**src/rtl/ppc_pkg.sv**
```systemverilog
package ppc_pkg;

  // Sources that hold their shutdown until a control reset pulse.
  typedef enum int unsigned {
    SRC_OVERCURRENT = 0,
    SRC_OVERTEMP    = 1
  } latch_src_e;

  localparam int unsigned LATCH_CNT = 2;

  // Single-bit asynchronous monitor flags, synchronized together.
  typedef struct packed {
    logic oc;
    logic uv_gate;
    logic uv_reg;
    logic ctl_rst_n;
  } mon_flags_t;

  localparam int unsigned FLAG_W = $bits(mon_flags_t);

endpackage

```
**src/rtl/ppc_sync.sv**
```systemverilog
module ppc_sync #(
  parameter int unsigned W      = 1,
  parameter int unsigned STAGES = 2
) (
  input  logic         clk,
  input  logic         por_n,
  input  logic [W-1:0] d,
  output logic [W-1:0] q
);

  logic [W-1:0] chain [STAGES];

  generate
    for (genvar s = 0; s < STAGES; s++) begin : g_stage
      if (s == 0) begin : g_first
        always_ff @(posedge clk or negedge por_n) begin
          if (!por_n) chain[s] <= '0;
          else        chain[s] <= d;
        end
      end else begin : g_next
        always_ff @(posedge clk or negedge por_n) begin
          if (!por_n) chain[s] <= '0;
          else        chain[s] <= chain[s-1];
        end
      end
    end
  endgenerate

  assign q = chain[STAGES-1];

endmodule

```
**src/rtl/ppc_temp_judge.sv**
```systemverilog
module ppc_temp_judge #(
  parameter int unsigned TEMP_W    = 8,
  parameter int unsigned WARN_CODE = 125,
  parameter int unsigned TRIP_CODE = 150
) (
  input  logic [TEMP_W-1:0] temp,
  output logic              hot,
  output logic              trip
);

  localparam logic [TEMP_W-1:0] WARN_V = WARN_CODE[TEMP_W-1:0];
  localparam logic [TEMP_W-1:0] TRIP_V = TRIP_CODE[TEMP_W-1:0];

  // The warning means strictly above its code. The trip includes its code.
  always_comb begin
    hot  = (temp > WARN_V);
    trip = (temp >= TRIP_V);
  end

endmodule

```
**src/rtl/ppc_fault_latch.sv**
```systemverilog
module ppc_fault_latch (
  input  logic clk,
  input  logic por_n,
  input  logic armed,
  input  logic cause,
  output logic held
);

  // While disarmed (control reset low), the latch follows its cause. On
  // release it therefore keeps only a cause that is still present.
  always_ff @(posedge clk or negedge por_n) begin
    if (!por_n)     held <= 1'b0;
    else if (armed) held <= held | cause;
    else            held <= cause;
  end

endmodule

```
**src/rtl/ppc_out_ctrl.sv**
```systemverilog
module ppc_out_ctrl (
  input  logic clk,
  input  logic por_n,
  input  logic ctl_ok,
  input  logic fault_any,
  input  logic hot,
  output logic stage_en,
  output logic fault_n,
  output logic hot_warn
);

  logic clean_q;

  always_ff @(posedge clk or negedge por_n) begin
    if (!por_n) begin
      clean_q  <= 1'b0;
      stage_en <= 1'b0;
      fault_n  <= 1'b1;
      hot_warn <= 1'b0;
    end else begin
      clean_q  <= ctl_ok & ~fault_any;
      // Shutdown takes effect at once. Enable needs one clean cycle first.
      stage_en <= ctl_ok & ~fault_any & clean_q;
      fault_n  <= ~ctl_ok | ~fault_any;
      hot_warn <= hot;
    end
  end

endmodule

```
**src/rtl/ppc_protect_top.sv**
```systemverilog
module ppc_protect_top #(
  parameter int unsigned TEMP_W      = 8,
  parameter int unsigned WARN_CODE   = 125,
  parameter int unsigned TRIP_CODE   = 150,
  parameter int unsigned SYNC_STAGES = 2
) (
  input  logic              clk,
  input  logic              por_n,
  input  logic              stage_rst_n,
  input  logic              oc_flag,
  input  logic              uv_gate_flag,
  input  logic              uv_reg_flag,
  input  logic [TEMP_W-1:0] temp_code,
  output logic              stage_en,
  output logic              fault_n,
  output logic              hot_warn
);
  import ppc_pkg::*;

  mon_flags_t        raw_flags;
  mon_flags_t        s_flags;
  logic [TEMP_W-1:0] s_temp;

  logic s_rstn, s_oc, s_uv, s_hot, s_trip;
  logic [LATCH_CNT-1:0] cause;
  logic [LATCH_CNT-1:0] held;
  logic fault_any;

  always_comb begin
    raw_flags.oc        = oc_flag;
    raw_flags.uv_gate   = uv_gate_flag;
    raw_flags.uv_reg    = uv_reg_flag;
    raw_flags.ctl_rst_n = stage_rst_n;
  end

  ppc_sync #(.W(FLAG_W), .STAGES(SYNC_STAGES)) u_sync_flags (
    .clk(clk), .por_n(por_n), .d(raw_flags), .q(s_flags)
  );

  ppc_sync #(.W(TEMP_W), .STAGES(SYNC_STAGES)) u_sync_temp (
    .clk(clk), .por_n(por_n), .d(temp_code), .q(s_temp)
  );

  ppc_temp_judge #(.TEMP_W(TEMP_W), .WARN_CODE(WARN_CODE), .TRIP_CODE(TRIP_CODE)) u_judge (
    .temp(s_temp), .hot(s_hot), .trip(s_trip)
  );

  assign s_rstn = s_flags.ctl_rst_n;
  assign s_oc   = s_flags.oc;
  assign s_uv   = s_flags.uv_gate | s_flags.uv_reg;

  always_comb begin
    cause                  = '0;
    cause[SRC_OVERCURRENT] = s_oc;
    cause[SRC_OVERTEMP]    = s_trip;
  end

  generate
    for (genvar i = 0; i < LATCH_CNT; i++) begin : g_latch
      ppc_fault_latch u_latch (
        .clk(clk), .por_n(por_n), .armed(s_rstn), .cause(cause[i]), .held(held[i])
      );
    end
  endgenerate

  // Live causes give immediate shutdown. Held causes keep it.
  assign fault_any = s_uv | (|cause) | (|held);

  ppc_out_ctrl u_out (
    .clk(clk), .por_n(por_n), .ctl_ok(s_rstn), .fault_any(fault_any), .hot(s_hot),
    .stage_en(stage_en), .fault_n(fault_n), .hot_warn(hot_warn)
  );

endmodule

```
**config.mk**
```make
export PLATFORM = sky130hd
export DESIGN_NAME = ppc_protect_top
export DESIGN_NICKNAME = d
export VERILOG_FILES = /design/src/rtl/ppc_pkg.sv /design/src/rtl/ppc_sync.sv /design/src/rtl/ppc_temp_judge.sv /design/src/rtl/ppc_fault_latch.sv /design/src/rtl/ppc_out_ctrl.sv /design/src/rtl/ppc_protect_top.sv
export SDC_FILE = /design/constraint.sdc
export NUM_CORES = 1
export LEC_CHECK = 0
export ABC_CLOCK_PERIOD_IN_PS = 1300
export CAP_MARGIN = 20
export CORE_UTILIZATION = 50
export DETAILED_ROUTE_END_ITERATION = 12
export PLACE_DENSITY = 0.78
export SKIP_LAST_GASP = 1
export SLEW_MARGIN = 5
export SYNTH_ARGS = -nofsm -noshare
export SYNTH_HDL_FRONTEND = slang
export SYNTH_SLANG_ARGS = --single-unit
```
**constraint.sdc**
```tcl
create_clock -name clk -period 1.3 [get_ports clk]
set_input_delay 0.195 -clock clk [delete_from_list [all_inputs] [get_ports clk]]
set_output_delay 0.195 -clock clk [all_outputs]
set_load 0.01 [all_outputs]
```
### After elaboration in Yosys (flattened, before gate mapping)

Index checks and enable logic that the tools add are counted.

* register bits: 30
* output and inout bits: 3
* word-level logic and storage cells: 26

* order comparisons: 2
* muxes and demuxes: 2
* bitwise operators: 10
* reduce and logical (&&, ||, !) cells: 2

Operators with widths (number)
* greater-or-equal comparator 8 bit (second input constant): 1
* > comparator 8 x 7 -> 1 bit (second input constant): 1
* bitwise OR 1 bit: 6
* OR reduction 2 bit: 2
* bitwise AND 1 bit: 2
* 2-to-1 mux 1 bit: 2
* inverter 1 bit: 2

### Logic depth before layout (Yosys ltp)

Gate-level depths: netlist of the first run.

* depth in word-level cells: 7
* depth in mapped cells: 3
* mapped depth without buffers: 3

### By module

A second synthesis of the first run with hierarchy kept.

* cells, all modules: 56
* area total of the unflattened synthesis: 937.1 µm²

Modules (own cells, without submodules)
* ppc_sync (u_sync_temp): instances 1, cells an instance 24, area each 460.4 µm²
* ppc_sync (u_sync_flags): instances 1, cells an instance 12, area each 230.2 µm²
* ppc_out_ctrl: instances 1, cells an instance 7, area each 123.9 µm²
* ppc_fault_latch: instances 2, cells an instance 2, area each 32.5 µm²
* ppc_temp_judge: instances 1, cells an instance 6, area each 43.8 µm²
* ppc_protect_top: instances 1, cells an instance 3, area each 13.8 µm²

### Least setup slack after synthesis of the first run

No wires, ideal clock.

* path kind: reg-to-reg
* start: register u_sync_temp.chain (netlist bit u_sync_temp.q[5])
* end: register g_latch[1].u_latch.held
* arrival time: 0.746 ns
* required time: 1.182 ns
* slack: 0.436 ns
* cell stages (with the launch flop): 4
* buffers on the path: 0
* clock period less this slack: 0.864 ns
* path through: dfrtp_1 -> o21ai_1 -> o21ai_2 -> a21o_1

* longest elaborated chain between the ends: 3

RTL lines
* start: declaration: line ppc_sync.sv:11 `logic [W-1:0] chain [STAGES];`
* start signal: indexed assignment: line ppc_sync.sv:23 `else chain[s] <= chain[s-1];`
* greater-or-equal comparator 8 bit (*): line ppc_temp_judge.sv:17 `trip = (temp >= TRIP_V);`
* bitwise OR 1 bit: line ppc_fault_latch.sv:13 `else if (armed) held <= held | cause;`
* 2-to-1 mux 1 bit (*): line ppc_fault_latch.sv:13
* end signal: assignment: line ppc_fault_latch.sv:13
* end signal: assignment: line ppc_fault_latch.sv:14 `else held <= cause;`
* end: declaration: line ppc_fault_latch.sv:6 `output logic held`

Mark *: on every way between the ends. The rest lies on a longest branch, timed or not.

### Worst setup path in the final report of the first run

* start: register u_out.stage_en
* end: output port stage_en

RTL lines
* start: declaration: line ppc_out_ctrl.sv:7 `output logic stage_en,`
* start signal: assignment: line ppc_out_ctrl.sv:23 `stage_en <= ctl_ok & ~fault_any & clean_q;`
* end: declaration: line ppc_protect_top.sv:14 `output logic stage_en,`

No word-level cell between the ends.

==> metrics, run 1 <==
die area=1800 um2; Root Buffer=clkbuf_4; reg2reg end=u_out.stage_en$_DFF_PN0_; Setup Viol. Count Final=0; fillers=112; Top delay family on crit path=flip-flops; Post-Synth Adder-Cell Area=0%; area growth from synthesis to layout=25.6%; RSZ-0062 raised after global routing=false; post-route minimum period=1160 ps; Post-CTS Hold Buffers=0; Crit Path Max Fanout=1; Skew-Pair Late Insertion Delay=310 ps; Cells after Synth=45; nets@finish=80; Worst Path Buf+Inv=1; met3 wire len=36 um; worst slew pin tran=222 ps; wire length on met2=505 um; vias in the first global route=407; WP data arrival=970 ps; share of layout cells above drive strength 1=21.5%; 1st-iter DRT viols=2; Post-CTS Setup Inserts=0; xor and xnor area share after synthesis=0%; crit-path max cell delay=380 ps; Synth warnings=0; input/output buffers=15; CP cell instances=dlygate4sd2_1; Max transition margin=85.2%; Syn Area/Cell=18.2 um2; initial core utilization=53.6%; Post-DRT Antenna Nets=0; post-synthesis simple-gate area fraction=7.35%; Yosys top cell area share=82.7%; Core Region=1520 um2; worst hold path type=in -> async; gpl congestion=0.649; Crit Reg-Reg Startpoint=u_sync_temp.q[5]$_DFF_PN0_; multiplexer share of the synthesized area=0%; post-synthesis sequential area ratio=85.9%; final worst-path cycle share=89.3%; FP Rows=14; fin worst setup slack=139 ps; grt total ovfl=0; Final Hold Vio Count=0; CP Launch Type=register; R2R Setup Slk=350 ps; Core Util, Final=67.3%; post-synth design cell area=817 um2; CTS clk-pin slew, worst paths=130 ps; total routed wirelength=902 um; Avg WL per Cell=11.1 um; largest net degree at the start of global routing=29; syn_nets=59; chip height=42.4 um; worst path required time=1110 ps; P per Cell Area=1320 nW/um2; ant diodes=0; top layer used by detailed routing=met4; Synth Register Bits=28; routed via count=397; M1 wire length=335 um; Slew Limit Fails=0; # IOs=17; Synth area leaders=dfrtp_1 (83%), nor3_2 (3.7%), dfstp_2 (3.2%); compound-cell area share of the yosys netlist=6.28%; pre-CTS setup slack=92.9 ps; crit path capture type=output pin; Clock Sinks=28; Clock Path Buffers=2; first-pass GRT wire length=1.64 mm; WS Path Type=reg -> out; Vias/cell=4.90; area leader, netlist=dfrtp_1; CTS tree=built; largest family of logic cells by synthesized area=simple AND/OR/NAND/NOR gates; first-pass detailed-route iteration total=3; post_cts resized=3; Slowest cell on crit path=dfrtp_1; R2R cell count=3; initial antenna violation count=0; outcome=complete, no violations; global-route usage over all layers=13.2%; Synth cell types=14; maximum vdd drop=0.000953 V; CTS buffer count=3; max frequency=0.861 GHz; Layout Skew=3.91 ps; # Max-Cap Violations=0; Leak Pwr=0.453 nW; CTS H-Tree Depth=1; # DRC=0; die extent in x=42.4 um
## cell usage after synthesis, drive strengths merged
master and number:
a21o 2, o21bai 1, dfstp 1, o21ai 3, dfrtp 27, nor2 1
nor3 3, a21oi 1, inv 1, nand2 4, nand4 1
## power by group
group	switching, W	total, W	leakage, nW	internal [W]
Clock	0.000218	0.000338	0.0150	0.000120
Combinational	0.0000341	0.0000847	0.110	0.0000507
Sequential	0.0000199	0.000935	0.328	0.000915
Total	0.000272	0.00136	0.453	0.00109
## flip-flops by register name, indices dropped and copies added (netlist names)
signal,cells
u_sync_temp.chain,7
u_sync_temp.q,7
u_sync_flags.chain,4
u_sync_flags.q,4
g_latch.u_latch.held,2
u_out.clean_q,1
u_out.fault_n,1
u_out.hot_warn,1
u_out.stage_en,1
## placed cells by master, fill, tap and decap left out, types with 2 or more instances in the layout
cell type and count:
o21ai_1 2, dfrtp_1 27, nor3_2 3, nand2_1 3
clkbuf_4 3, dlygate4sd2_1 2, clkdlybuf4s50_1 12
## worst max path at each step
stage / depth (start not counted) / from / slack, ps / endpoint
detailed placement: 1 / u_out.fault_n$_DFF_PN1_ / 90 / fault_n
global route: 1 / u_out.stage_en$_DFF_PN0_ / 90 / stage_en
floorplan: 3 / u_sync_temp.q[5]$_DFF_PN0_ / 440 / g_latch[1].u_latch.held$_DFF_PN0_
global placement: 1 / u_out.fault_n$_DFF_PN1_ / 100 / fault_n
finish: 1 / u_out.stage_en$_DFF_PN0_ / 140 / stage_en
CTS: 1 / u_out.fault_n$_DFF_PN1_ / -3 / fault_n
## cells by family (layout without fill, tap and decap cells)
logic type / Yosys count / in the layout
buffers and inverters: 1 / 21
and+or+nand+nor: 9 / 9
AOI/OAI and AO/OA: 7 / 7
DFF: 28 / 28
## layer usage
metal | global-route usage, % | vias up
li1 | - | 187
met1 | 13.8 | 194
met2 | 22.5 | 14
met3 | 4.31 | 2
met4 | 8.75 | 0
met5 | 0 | -
## cell type report
type | instances | area, um2 | area share, %
sequential | 28 | 702 | 68.4
clock buffer | 4 | 26.3 | 2.56
inverter | 1 | 3.75 | 0.366
timing repair buffer | 16 | 163 | 15.9
multi-input combinational | 16 | 111 | 10.9
tap | 16 | 20.0 | 1.95
## metrics by stage
stage	std cells	power [W]	TNS (ps)	instance area [um2]	hold slack, ps
floorplan	45	0.000969	0	817	-101
global placement	77	0.00104	0	1010	332
global route	81	0.00143	0	1030	236
detailed placement	77	0.00104	0	1010	335
CTS	81	0.00137	-2.81	1030	217
finish	81	0.00136	0	1030	220
(Power assumes the default switching activity.)
==> run 2: changes to the inputs <==
--- a/config.mk
+++ b/config.mk
@@ -5,6 +5,7 @@
 export SDC_FILE = /design/constraint.sdc
 export NUM_CORES = 1
 export LEC_CHECK = 0
+export ABC_AREA = 1
 export ABC_CLOCK_PERIOD_IN_PS = 1300
 export CAP_MARGIN = 20
 export CORE_UTILIZATION = 50
==> run 2 against run 1 <==
Cell count increased by 14%. Maximum frequency increased by 0.92%. Die area increased by 2.0%. Routed wire length increased by 4.0%. Critical path depth unchanged. Sequential power about the same. Worst hold slack got worse by 0.56 ps. Clock power increased by 58%. Critical endpoint is now hot_warn.
==> metrics, run 2 <==
Total Neg Setup Slack=0 ps (unchanged); CTS H-Tree Depth=1 (unchanged); crit-path max cell delay=380 ps (about the same); worst path required time=1110 ps (about the same); final worst-path cycle share=88.5% (-0.81 points); Hold WS=219 ps (-0.557 ps); most common cell after layout, fill and taps aside=dfrtp_1; routed via count=428 (+7.8%); Layout Skew=3.19 ps (-0.714 ps); initial antenna violation count=0 (unchanged); first-pass GRT wire length=1.65 mm (+0.43%); Sw Ratio=17.8% (-2.2 points); vias in the first global route=438 (+7.6%); nets@finish=91 (+14%); WP data arrival=960 ps (about the same); GR Util met3=2.55% (-1.8 points); Leak Pwr=0.511 nW (+13%); ys async rst share=100% (unchanged); share of layout cells above drive strength 1=17.1% (-4.4 points); CP Launch Type=register; Crit Reg-Reg Startpoint=g_latch[1].u_latch.held$_DFF_PN0_; Main synth FF type=dfrtp_1; Skew-Pair Late Insertion Delay=310 ps (about the same); Comb pwr share=5.6% (-0.6 points); input/output buffers=15 (unchanged); Cells after Synth=56 (+24%); WS Path Type=reg -> out; commonest non-fill, non-tap cells in the layout=dfrtp_1 (27), clkdlybuf4s50_1 (12), inv_1 (7); die extent in x=42.9 um (+1.0%); 1st-iter DRT viols=1 (-1); ant diodes=0 (unchanged); switching pwr=0.000276 W (+1.6%); grt total ovfl=0 (unchanged); CTS buffer count=3 (unchanged); outcome=complete, no violations; Core Region=1520 um2 (unchanged); Synth warnings=0 (unchanged); DP Area=1020 um2 (+1.7%); sequential share of power=60.1% (-8.8 points); Synth top cells by count=dfrtp_1 (27), inv_1 (7), nand2_1 (6), nand3_1 (3), nor2_1 (3); Post-CTS Hold Buffers=0 (unchanged); Final Hold Vio Count=0 (unchanged); post-synth design cell area=835 um2 (+2.1%); clock network fraction of design power=34.3% (+9.4 points); maximum vdd drop=0.000930 V (-2.4%); die area=1840 um2 (+2.0%); Avg WL per Cell=10.2 um (-8.4%); met2 usage=23.3% (+0.87 points); Setup Viol. Count Final=0 (unchanged); # IOs=17 (unchanged); first-pass detailed-route iteration total=2 (-1); area leader, netlist=dfrtp_1; syn_nets=70 (+19%); Syn Area/Cell=14.9 um2 (-18%); cell internal pwr=0.00128 W (+17%); initial core utilization=54.8% (+1.1 points); Synth area leaders=dfrtp_1 (81%), dfstp_2 (3.1%), inv_1 (3.1%); Synth cell types=12 (-2); Vias/cell=4.65 (-5.1%); Clock Sinks=28 (unchanged); CTS tree=built; Crit Path Max Fanout=1 (unchanged); Post-CTS Setup Inserts=0 (unchanged); Non-Filler Cell Area, Final=1070 um2 (+4.3%); area growth from synthesis to layout=28.2%; worst hold path type=in -> async; global-route usage over all layers=12.6% (-0.63 points); Slowest cell on crit path=dfrtp_1; Post-DRT Antenna Nets=0 (unchanged); HPWL Detailed=692 um; Root Buffer=clkbuf_4; CP Launch Point=u_out.hot_warn$_DFF_PN0_; GRT met1 Usage=14.5% (+0.66 points); # Max-Cap Violations=0 (unchanged); # DRC=0 (unchanged); busiest grt layer=met2; Clock Path Buffers=2 (unchanged); Yosys top cell area share=81.0% (-1.7 points); CTS clk-pin slew, worst paths=130 ps (about the same); FP Rows=14 (unchanged); most numerous cell in the Yosys netlist=dfrtp_1; Max transition margin=88.7% (+3.5 points); Post-synth EDFFs=0 (unchanged); Synth Register Bits=28 (unchanged); Top delay family on crit path=flip-flops; total routed wirelength=938 um (+4.0%); P per Cell Area=1450 nW/um2 (+9.6%); Worst Path Buf+Inv=1 (unchanged); worst slew pin tran=169 ps (-52.5 ps); Slew Limit Fails=0 (unchanged); post-synthesis sequential area ratio=84.1% (-1.8 points); largest net degree at the start of global routing=29 (unchanged); chip height=42.9 um (+1.0%); gpl congestion=0.642 (-1.2%); RSZ-0062 raised after global routing=false; CP cell instances=dlygate4sd2_1; post-route minimum period=1150 ps (-10.6 ps); max frequency=0.869 GHz (+0.92%); crit path capture type=output pin; fillers=115 (+2.7%)
==> run 2: cell families (layout without fill, tap and decap cells) <==
family	count (synthesis)	after routing	synth area share (%)
compound gates	3	3	2.25
simple gates	16	16	9.59
flops	28	28	84.1
buf+inv	9	29	4.05
==> run 2: final timing paths <==
kind / slack, ps / cells after the start / to
worst max-delay path: 150 / 1 / hot_warn
worst min-delay path: 220 / 2 / u_sync_temp.chain[11]$_DFF_PN0_
worst max register to register: 350 / 5 / u_out.stage_en$_DFF_PN0_
worst min register to register: 360 / 0 / u_sync_temp.q[7]$_DFF_PN0_
max in group asynchronous: 850 / 2 / u_out.fault_n$_DFF_PN1_
min in group clk: 310 / 1 / u_sync_temp.chain[9]$_DFF_PN0_
==> run 2: repair_timing <==
action                     CTS  global route
resized for setup            3             2
gates cloned                 0             0
setup endpoints to repair    3             1
==> run 2: cell type report <==
cell class                      instances  area (um2)  area share (%)
Clock buffer                            3        22.5            2.11
Clock inverter                          1        30.0            2.81
Inverter                                9        33.8            3.16
Multi-Input combinational cell         19        98.8            9.24
Sequential cell                        28         702            65.6
Tap cell                               16        20.0            1.87
Timing Repair Buffer                   16         163            15.2
==> run 2: power by group through the flow <==
stage | combinational, W | clock, W | sequential, W
global placement | 0.0000873 | 0 | 0.000947
global route | 0.0000985 | 0.000585 | 0.000937
floorplan | 0.0000201 | 0 | 0.000948
detailed placement | 0.0000917 | 0 | 0.000950
finish | 0.0000869 | 0.000533 | 0.000932
CTS | 0.0000896 | 0.000550 | 0.000933
==> run 2: metrics by stage <==
step | setup slack (ps) | cells | utilization, % | total power (W)
CTS | 2.94 | 92 | 70.4 | 0.00157
global placement | 95.9 | 88 | 67.2 | 0.00103
global route | 99.5 | 92 | 70.2 | 0.00162
detailed placement | 97.2 | 88 | 67.2 | 0.00104
finish | 149 | 92 | 70.2 | 0.00155
floorplan | 439 | 56 | - | 0.000968
==> run 2: metal layers <==
layer,part of all wire [%],vias to the layer above,wire length (um)
met3,4.1,0,38
met5,0,-,0
li1,-,210,-
met1,41,205,385
met2,55,13,514
met4,0,0,0
